===== src/rtl/mdio_pkg.sv =====
`timescale 1ns/1ps
package mdio_pkg;

    typedef enum logic [1:0] {
        K_ADDR  = 2'd0,
        K_WRITE = 2'd1,
        K_READ  = 2'd2
    } kind_e;

    localparam logic [1:0] W_CFG = 2'd0;
    localparam logic [1:0] W_CMD = 2'd1;
    localparam logic [1:0] W_DAT = 2'd2;
    localparam logic [1:0] W_ADR = 2'd3;

    localparam int unsigned CFG_BUSY  = 0;
    localparam int unsigned CFG_ERR   = 1;
    localparam int unsigned CFG_EXT   = 6;
    localparam int unsigned CFG_DIV   = 8;
    localparam int unsigned CMD_RD    = 15;
    localparam int unsigned DAT_BUSY  = 31;

    // stored command bits: read, auto-inc, scan, no-preamble, port, device
    localparam logic [15:0] CMD_KEEP = 16'hCFFF;

    typedef struct packed {
        logic [4:0]  port;
        logic [4:0]  dev;
        logic        no_pre;
        logic        ext;
        logic [15:0] payload;
        kind_e       kind;
    } frame_req_t;

endpackage


===== src/rtl/mdio_mdc_gen.sv =====
`timescale 1ns/1ps
module mdio_mdc_gen #(
    parameter int DIV_W = 8
) (
    input  logic             clk,
    input  logic             rst_n,
    input  logic [DIV_W-1:0] div,
    output logic             mdc,
    output logic             rise_stb,
    output logic             fall_stb
);
    localparam int HW = DIV_W + 1;

    typedef struct packed {
        logic [HW-1:0] cnt;
        logic          lvl;
    } gen_t;

    gen_t          s_q, s_d;
    logic [HW-1:0] half;

    always_comb begin
        half = {div, 1'b0};
        if (half < HW'(2)) half = HW'(2);
        s_d      = s_q;
        rise_stb = 1'b0;
        fall_stb = 1'b0;
        if (s_q.cnt >= half - HW'(1)) begin
            s_d.cnt  = '0;
            s_d.lvl  = ~s_q.lvl;
            rise_stb = ~s_q.lvl;
            fall_stb = s_q.lvl;
        end else begin
            s_d.cnt = s_q.cnt + HW'(1);
        end
    end

    always_ff @(posedge clk or negedge rst_n) begin
        if (!rst_n) s_q <= '0;
        else        s_q <= s_d;
    end

    assign mdc = s_q.lvl;

endmodule


===== src/rtl/mdio_frame_eng.sv =====
`timescale 1ns/1ps
module mdio_frame_eng
    import mdio_pkg::*;
#(
    parameter int PRE_LEN = 32
) (
    input  logic        clk,
    input  logic        rst_n,
    input  logic        fall_stb,
    input  logic        rise_stb,
    input  logic        start,
    input  frame_req_t  req,
    input  logic        mdio_i,
    output logic        mdio_o,
    output logic        mdio_oe,
    output logic        busy,
    output logic        done,
    output logic [15:0] rd_data,
    output logic        rd_err
);
    localparam int BODY_W  = 32;
    localparam int FRAME_W = PRE_LEN + BODY_W;
    localparam int CW      = $clog2(FRAME_W + 1);
    localparam int TA2_POS = 16;
    localparam int REL_POS = 18;

    typedef struct packed {
        logic               busy;
        logic               is_rd;
        logic [CW-1:0]      rem;
        logic [FRAME_W-1:0] sh;
        logic               o;
        logic               oe;
        logic [15:0]        rsh;
        logic               err;
        logic               done;
    } eng_t;

    eng_t        s_q, s_d;
    logic [1:0]  st, op, ta;
    logic [31:0] body;

    always_comb begin
        st = req.ext ? 2'b00 : 2'b01;
        unique case (req.kind)
            K_ADDR:  op = 2'b00;
            K_WRITE: op = 2'b01;
            default: op = req.ext ? 2'b11 : 2'b10;
        endcase
        ta   = (req.kind == K_READ) ? 2'b11 : 2'b10;
        body = {st, op, req.port, req.dev, ta, req.payload};

        s_d      = s_q;
        s_d.done = 1'b0;
        if (!s_q.busy) begin
            if (start) begin
                s_d.busy  = 1'b1;
                s_d.is_rd = (req.kind == K_READ);
                s_d.rem   = req.no_pre ? CW'(BODY_W) : CW'(FRAME_W);
                s_d.sh    = req.no_pre ? {body, {PRE_LEN{1'b1}}}
                                       : {{PRE_LEN{1'b1}}, body};
                if (req.kind == K_READ) s_d.err = 1'b0;
            end
        end else if (fall_stb) begin
            if (s_q.rem == '0) begin
                s_d.busy = 1'b0;
                s_d.oe   = 1'b0;
                s_d.o    = 1'b1;
                s_d.done = 1'b1;
            end else begin
                s_d.o   = s_q.sh[FRAME_W-1];
                s_d.oe  = !(s_q.is_rd && (s_q.rem <= CW'(REL_POS)));
                s_d.sh  = {s_q.sh[FRAME_W-2:0], 1'b0};
                s_d.rem = s_q.rem - CW'(1);
            end
        end else if (rise_stb && s_q.is_rd) begin
            if (s_q.rem == CW'(TA2_POS)) begin
                s_d.err = mdio_i;
            end else if (s_q.rem < CW'(TA2_POS)) begin
                s_d.rsh = {s_q.rsh[14:0], mdio_i};
            end
        end
    end

    always_ff @(posedge clk or negedge rst_n) begin
        if (!rst_n) begin
            s_q   <= '0;
            s_q.o <= 1'b1;
        end else begin
            s_q <= s_d;
        end
    end

    assign mdio_o  = s_q.o;
    assign mdio_oe = s_q.oe;
    assign busy    = s_q.busy;
    assign done    = s_q.done;
    assign rd_data = s_q.rsh;
    assign rd_err  = s_q.err;

endmodule


===== src/rtl/mdio_csr.sv =====
`timescale 1ns/1ps
module mdio_csr
    import mdio_pkg::*;
#(
    parameter int DIV_W = 8
) (
    input  logic             clk,
    input  logic             rst_n,
    input  logic             bus_wr,
    input  logic [1:0]       bus_addr,
    input  logic [31:0]      bus_wdata,
    output logic [31:0]      bus_rdata,
    input  logic             eng_busy,
    input  logic             eng_done,
    input  logic [15:0]      eng_rd_data,
    input  logic             eng_rd_err,
    output logic [DIV_W-1:0] div,
    output logic             start,
    output frame_req_t       req
);
    typedef struct packed {
        logic [DIV_W-1:0] div;
        logic             ext;
        logic [15:0]      cmd;
        logic [15:0]      dat;
        logic [15:0]      adr;
        logic             start;
        kind_e            kind;
    } csr_t;

    csr_t s_q, s_d;
    logic busy_all;
    logic unused_hi;

    assign busy_all  = eng_busy | s_q.start;
    assign unused_hi = ^bus_wdata[31:16];

    always_comb begin
        s_d       = s_q;
        s_d.start = 1'b0;
        if (eng_done && (s_q.kind == K_READ)) s_d.dat = eng_rd_data;
        if (bus_wr) begin
            unique case (bus_addr)
                W_CFG: begin
                    s_d.div = bus_wdata[CFG_DIV +: DIV_W];
                    s_d.ext = bus_wdata[CFG_EXT];
                end
                W_CMD: begin
                    if (!bus_wdata[CMD_RD]) begin
                        s_d.cmd = bus_wdata[15:0] & CMD_KEEP;
                    end else if (!busy_all) begin
                        s_d.cmd   = bus_wdata[15:0] & CMD_KEEP;
                        s_d.start = 1'b1;
                        s_d.kind  = K_READ;
                    end
                end
                W_DAT: begin
                    if (!busy_all) begin
                        s_d.dat   = bus_wdata[15:0];
                        s_d.start = 1'b1;
                        s_d.kind  = K_WRITE;
                    end
                end
                default: begin
                    if (!s_q.ext) begin
                        s_d.adr = bus_wdata[15:0];
                    end else if (!busy_all) begin
                        s_d.adr   = bus_wdata[15:0];
                        s_d.start = 1'b1;
                        s_d.kind  = K_ADDR;
                    end
                end
            endcase
        end
    end

    always_ff @(posedge clk or negedge rst_n) begin
        if (!rst_n) s_q <= '0;
        else        s_q <= s_d;
    end

    always_comb begin
        bus_rdata = '0;
        unique case (bus_addr)
            W_CFG: begin
                bus_rdata[CFG_BUSY]          = busy_all;
                bus_rdata[CFG_ERR]           = eng_rd_err;
                bus_rdata[CFG_EXT]           = s_q.ext;
                bus_rdata[CFG_DIV +: DIV_W]  = s_q.div;
            end
            W_CMD: bus_rdata[15:0] = s_q.cmd;
            W_DAT: begin
                bus_rdata[15:0]     = s_q.dat;
                bus_rdata[DAT_BUSY] = busy_all;
            end
            default: bus_rdata[15:0] = s_q.adr;
        endcase
    end

    assign div         = s_q.div;
    assign start       = s_q.start;
    assign req.port    = s_q.cmd[9:5];
    assign req.dev     = s_q.cmd[4:0];
    assign req.no_pre  = s_q.cmd[10];
    assign req.ext     = s_q.ext;
    assign req.payload = (s_q.kind == K_ADDR) ? s_q.adr : s_q.dat;
    assign req.kind    = s_q.kind;

endmodule


===== src/rtl/mdio_mgmt_master.sv =====
`timescale 1ns/1ps
module mdio_mgmt_master
    import mdio_pkg::*;
#(
    parameter int DIV_W   = 8,
    parameter int PRE_LEN = 32
) (
    input  logic        clk,
    input  logic        rst_n,
    input  logic        bus_wr,
    input  logic [1:0]  bus_addr,
    input  logic [31:0] bus_wdata,
    output logic [31:0] bus_rdata,
    output logic        mdc,
    output logic        mdio_o,
    output logic        mdio_oe,
    input  logic        mdio_i
);
    logic             rise_stb, fall_stb;
    logic [DIV_W-1:0] div;
    logic             start;
    frame_req_t       req;
    logic             eng_busy, eng_done, eng_rd_err;
    logic [15:0]      eng_rd_data;
    logic             start_is_read;

    assign start_is_read = (req.kind == K_READ);

    mdio_csr #(.DIV_W(DIV_W)) u_csr (
        .clk         (clk),
        .rst_n       (rst_n),
        .bus_wr      (bus_wr),
        .bus_addr    (bus_addr),
        .bus_wdata   (bus_wdata),
        .bus_rdata   (bus_rdata),
        .eng_busy    (eng_busy),
        .eng_done    (eng_done),
        .eng_rd_data (eng_rd_data),
        .eng_rd_err  (eng_rd_err),
        .div         (div),
        .start       (start),
        .req         (req)
    );

    mdio_mdc_gen #(.DIV_W(DIV_W)) u_mdc (
        .clk      (clk),
        .rst_n    (rst_n),
        .div      (div),
        .mdc      (mdc),
        .rise_stb (rise_stb),
        .fall_stb (fall_stb)
    );

    mdio_frame_eng #(.PRE_LEN(PRE_LEN)) u_eng (
        .clk      (clk),
        .rst_n    (rst_n),
        .fall_stb (fall_stb),
        .rise_stb (rise_stb),
        .start    (start),
        .req      (req),
        .mdio_i   (mdio_i),
        .mdio_o   (mdio_o),
        .mdio_oe  (mdio_oe),
        .busy     (eng_busy),
        .done     (eng_done),
        .rd_data  (eng_rd_data),
        .rd_err   (eng_rd_err)
    );

endmodule


===== config.mk =====
export PLATFORM = sky130hd
export DESIGN_NAME = mdio_mgmt_master
export DESIGN_NICKNAME = d
export VERILOG_FILES = /design/src/rtl/mdio_pkg.sv /design/src/rtl/mdio_mdc_gen.sv /design/src/rtl/mdio_frame_eng.sv /design/src/rtl/mdio_csr.sv /design/src/rtl/mdio_mgmt_master.sv
export SDC_FILE = /design/constraint.sdc
export NUM_CORES = 1
export LEC_CHECK = 0
export BUFFER_PORTS_ARGS = -buffer_cell sky130_fd_sc_hd__buf_2
export CAP_MARGIN = 20
export CORE_ASPECT_RATIO = 0.6
export CORE_UTILIZATION = 45
export CTS_CLUSTER_SIZE = 24
export DETAILED_ROUTE_END_ITERATION = 8
export HOLD_SLACK_MARGIN = 0.06
export PLACE_DENSITY_LB_ADDON = 0.1
export SYNTH_ARGS = -nofsm -noshare
export SYNTH_HDL_FRONTEND = slang
export SYNTH_SLANG_ARGS = --single-unit

===== constraint.sdc =====
create_clock -name clk -period 4.57 [get_ports clk]
set_clock_uncertainty 0.1 [all_clocks]
set_input_delay 0.6855 -clock clk [delete_from_list [all_inputs] [get_ports clk]]
set_output_delay 0.6855 -clock clk [all_outputs]
set_load 0.02 [all_outputs]

---- Yosys cells after proc, flatten, opt, wreduce, memory -nomap -nowiden ----
Index checks and enable logic that the tools add are counted.
word-level totals
  bits in registers ....................... 163
  word-level logic and storage cells ...... 114
cells by class
  bitwise logic cells ..................... 8
  reduce and logical (&&, ||, !) cells .... 20
  $lt $le $gt $ge ......................... 4
  multiplexer cells ....................... 48
  eq/ne operators ......................... 13
  add/subtract/negate cells ............... 3
operators with widths
  kind                   number
  $mux W73               2
  $mux W71               2
  $mux W16               8
  $mux W64               1
  $mux W35               1
  $pmux W8 S3            1
  $mux W19               1
  $mux W1                18
  $mux W9                2
  $ne A2 B2 Y1 const B   8
  $reduce_and A5 Y1      3
  $mux W3                4
  $pmux W4 S3            1
  $add A9 B1 Y9 const B  1
  $ge A9 B9 Y1           1
  $lt A9 B2 Y1 const B   1
  $pmux W3 S3            1
  $reduce_and A3 Y1      3
  $sub A9 B1 Y9 const B  1
  $eq A7 B5 Y1 const B   1
  $le A7 B5 Y1 const B   1
  $logic_not A7 Y1       1
  $lt A7 B5 Y1 const B   1
  $mux W7                1
  other kinds (16)       31

---- Logic depth before layout (Yosys ltp) ----
  depth after elaboration ................. 9
  depth in mapped cells ................... 18

---- Modules after synthesis ----
Synthesis repeated with hierarchy kept, for this count alone.
second synthesis, totals
  cells, all modules ...................... 707
  area total of the unflattened synthesis .. 8380.5 µm²
modules (own cells, without submodules)
  module          cells each  times used  area each (µm²)
  mdio_frame_eng  384         1           4310.4
  mdio_csr        239         1           3281.9
  mdio_mdc_gen    84          1           788.3

---- Least setup slack after synthesis ----
OpenSTA, ideal clock, no wires.
  kind .................................... register to register
  start ................................... register u_csr.s_q, in the netlist u_csr.div[2]
  end ..................................... register u_eng.s_q, in the netlist u_eng.rd_data[10]
  buffers on the path ..................... 1
  arrival time ............................ 3256 ps
  data required time ...................... 4345 ps
  slack ................................... 1089 ps
  cell stages (with the launch flop) ...... 16
  cells stage by stage .................... dfrtp_1 > or3_1 > nor2_1 > nand2_1 > o21bai_1 > inv_1 > ha_1 > xnor2_1 > ha_1 > a21oi_1 > nor2b_1 > nor3_1 > o21bai_2 > nor4b_4 > buf_6 > mux2_2
on the way
  longest elaborated chain between the ends .. 7
  elaborated cells between the ends (all ways) .. 9
ends and longest elaborated chain
  what                                                      line                  source
  start, declared                                           mdio_csr.sv:31        csr_t s_q, s_d;
  start signal, assigned                                    mdio_csr.sv:78        if (!rst_n) s_q <= '0;
  start signal, assigned                                    mdio_csr.sv:79        else s_q <= s_d;
  $lt A9 B2 Y1                                              mdio_mdc_gen.sv:24    if (half < HW'(2)) half = HW'(2);
  $mux W9 (*)                                               mdio_mdc_gen.sv:24
  $sub A9 B1 Y9 (*)                                         mdio_mdc_gen.sv:28    if (s_q.cnt >= half - HW'(1)) begin
  $ge A9 B9 Y1 (*)                                          mdio_mdc_gen.sv:28
  $mux W1                                                   mdio_mdc_gen.sv:28
  $logic_and A1 B1 Y1 / $not A1 Y1 (equally long branches)  n/a
  $reduce_and A5 Y1 (no source line) (*)                    n/a
  end, declared                                             mdio_frame_eng.sv:39  eng_t s_q, s_d;
Mark *: on every way between the ends. The rest lies on a longest branch, timed or not.
A chain may end at the register's enable or synchronous reset.

---- Final worst setup path ----
  start ................................... register u_csr.s_q, in the netlist u_csr.div[2]
  end ..................................... register u_eng.s_q, in the netlist u_eng.rd_data[14]
Same word-level chain as after synthesis.

==> results.yml <==
setup_path:
  worstPathArrival_ns: 4.24
  r2r_slack_ns: 0.54
  startpoint_type: "flop"
  ff2ff_path_depth: 15
  crit_type: "reg2reg"
  cp_data_required_time_ns: 4.78
  crit_fanout: 16
  critPathCaptureType: "flop"
cts:
  cts_root_buf: "clkbuf_16"
  cts_tree: "built"
  cts_buffers: 17
  htreeDepth: 4
  clk_latency_ns: 0.43
  clk_pin_slew_ns: 0.07
  clockBufferDepth: 2
  postCtsSetupBuffers: 0
  clkSinkCount: 161
  hold_buffers: 0
timing:
  worst_pin_slew_ns: 1.06
  slew_headroom_pct: 29.0
  fin_tns_setup_ns: 0
  drv_slew: 0
  fmax_mhz: 248
  fin_ws_ns: 0.537
  finalCritPeriodShare_pct: 88.3
  fin_crit_ns: 4.03
  rsz0062_at_grt: "false"
  final-setup-viol-count: 0
  hold_violations: 0
power:
  power_frac_comb_pct: 29.9
  ir_worst_vdd_v: 0.000273
  p_int_mw: 3.54
  leakagePower_nw: 4.31
  power_switching_mw: 1.92
  power_density_nw_per_um2: 610
  sw_frac_of_total_pct: 35.1
  p_seq_share_pct: 44.9
  power.share.clock_pct: 25.2
  power_mw: 5.45
synth:
  avgSynthCellArea_um2: 11.1
  ys_types: 52
  ys_seq_area_share_pct: 49.9
  synth_area_um2: 8080
  ys.flop_type: "dfrtp_1"
  synthCells: 728
  ys_top_cells_by_area: "dfrtp_1 50%, mux2_2 9.6%, a221o_1 5.9%"
  yosysTopAreaCell: "dfrtp_1"
  ys_ff_latch: 161
  async_flop_share_pct: 100
  synth_top_area_share_pct: 49.6
  synth_edf_count: 0
  synth_warnings: 0
routing:
  wl_mm: 19.6
  drt_pass1_iterations: 5
  vias_per_cell: 5.75
  drc: 0
  drtAntennaViolNets: 0
  drt-wirelength-per-cell_um: 19.6
  route.vias.total: 5744
  drt_iter0_drc: 443
layout:
  final_core_util_pct: 51.5
  design_area_um2: 8940
  fin_nets: 807
  layout_common_cells: "160 x dfrtp_1, 107 x nand2_1, 69 x mux2_2"
  final_common_cell: "dfrtp_1"
  area_growth_pct: 10.6
  drive_gt1_share_pct: 22.8
worst_hold_path:
  hold_path.class: "in2async"
place:
  pre_cts_slack_ns: 0.390
  dp_hpwl_mm: 12.9
  port_buffers: 41
  finalWeightedCongestion: 0.862
  placed_area_um2: 8350
floorplanning:
  die_y_um: 106
  rows: 37
  start_util_pct: 46.5
  die_area_um2: 18500
  io_pins: 73
  core_um2: 17400
  die_x_um: 175
grt:
  grt_overflow_total: 0
  grt_pass1_vias: 5806
  grt_start_max_net_pins: 93
  antenna_found_initial: 1
  grt_usage_pct: 22.8
  grt_pass1_wl_mm: 32.2
status:
  status: "complete, no violations"
run:
  maxCapViolations: 0
==> logic make-up (layout without fill, tap and decap cells) <==
family | count (synthesis) | in the layout | synth area share (%)
other | 1 | 16 | 0.0464
flip-flops | 161 | 161 | 49.9
AO/OA/AOI/OAI | 161 | 161 | 15.6
adder cells (fa/ha/maj) | 17 | 17 | 2.63
multiplexers | 101 | 101 | 13.6
XOR/XNOR | 13 | 13 | 1.41
AND/OR/NAND/NOR | 182 | 182 | 10.4
buffers and inverters | 92 | 114 | 6.43
==> area by class of cell <==
class	count	area (um^2)
inverter	30	113
sequential	161	4030
fill	1581	8420
antenna	1	2.50
tap	234	293
timing repair buffer	53	347
multi-input combinational	489	3590
clock buffer	20	467
clock inverter	11	95.1
==> path summary, 6_finish.rpt <==
path | from | to
max | u_csr.div[2] | u_eng.rd_data[14]
min | rst_n | u_eng.rd_data[8]
max reg2reg | u_csr.div[2] | u_eng.rd_data[14]
min reg2reg | u_eng.s_q[20] | u_eng.s_q[20]
max in group asynchronous | rst_n | u_eng.mdio_o
min in group clk | u_eng.s_q[20] | u_eng.s_q[20]
==> worst max-delay path, stage by stage (launching register included) <==
cell and delay, ns:
dfrtp_1 0.48, or3_1 0.43, nor2_1 0.14, nand2_1 0.08, o21bai_1 0.29, inv_1 0.08
ha_1 0.23, nand2_1 0.08, xor2_1 0.06, ha_1 0.29, nand2_1 0.06, o21ai_0 0.32
o21bai_4 0.30, nor4b_4 0.26, buf_4 0.33, mux2_2 0.38
==> Yosys cell counts (all sizes together), types with 2 or more instances <==
library cell	n
o21bai	2
o21ai	35
dfrtp	160
xnor2	4
nor2b	5
a22oi	9
nand3b	2
nand2b	4
xor2	9
nor2	30
or3	2
a21oi	35
buf	37
mux2i	32
o211ai	3
o2111ai	10
a222oi	8
a31oi	3
nand3	13
inv	30
and3	4
clkbuf	25
ha	17
nand4	3
mux2	69
or2	2
nand2	107
nor3	5
a221o	48
==> metal layers <==
metal / up-vias / global-route usage, % / share of wire [%]
li1: 2653 / - / -
met1: 2925 / 34.3 / 50
met4: 0 / 8.01 / 2.0
met2: 136 / 32.3 / 43
met3: 30 / 4.69 / 4.3
met5: - / 0 / 0
==> sequential cells by signal (all words and copies together), names as in the netlist <==
name           flops
u_csr.div          8
u_eng.mdio_oe      1
u_eng.s_q         72
u_eng.done         1
u_eng.rd_err       1
u_eng.mdio_o       1
u_mdc.s_q          9
u_eng.busy         1
u_csr.start        1
u_mdc.mdc          1
u_csr.req         14
u_csr.s_q         35
u_eng.rd_data     16
==> repair_timing <==
action,in CTS,in global routing
hold endpoints to repair,0,0
endpoints found under the setup margin,0,15
resized for setup,0,1
==> through the flow <==
step,hold WS (ns),cells
2_1_floorplan,0.290,742
3_3_place_gp,0.376,966
3_5_place_dp,0.367,966
4_1_cts,0.268,997
5_1_grt,0.277,999
6_report,0.232,999
==> power groups by stage <==
stage          sequential (mW)  combinational [mW]  clock [mW]
2_1_floorplan             2.30                1.30           0
3_3_place_gp              2.43                1.58           0
3_5_place_dp              2.46                1.63           0
4_1_cts                   2.43                1.64        1.40
5_1_grt                   2.51                1.82        1.47
6_report                  2.45                1.63        1.37
No activity file was read; power rests on OpenSTA's default activity.
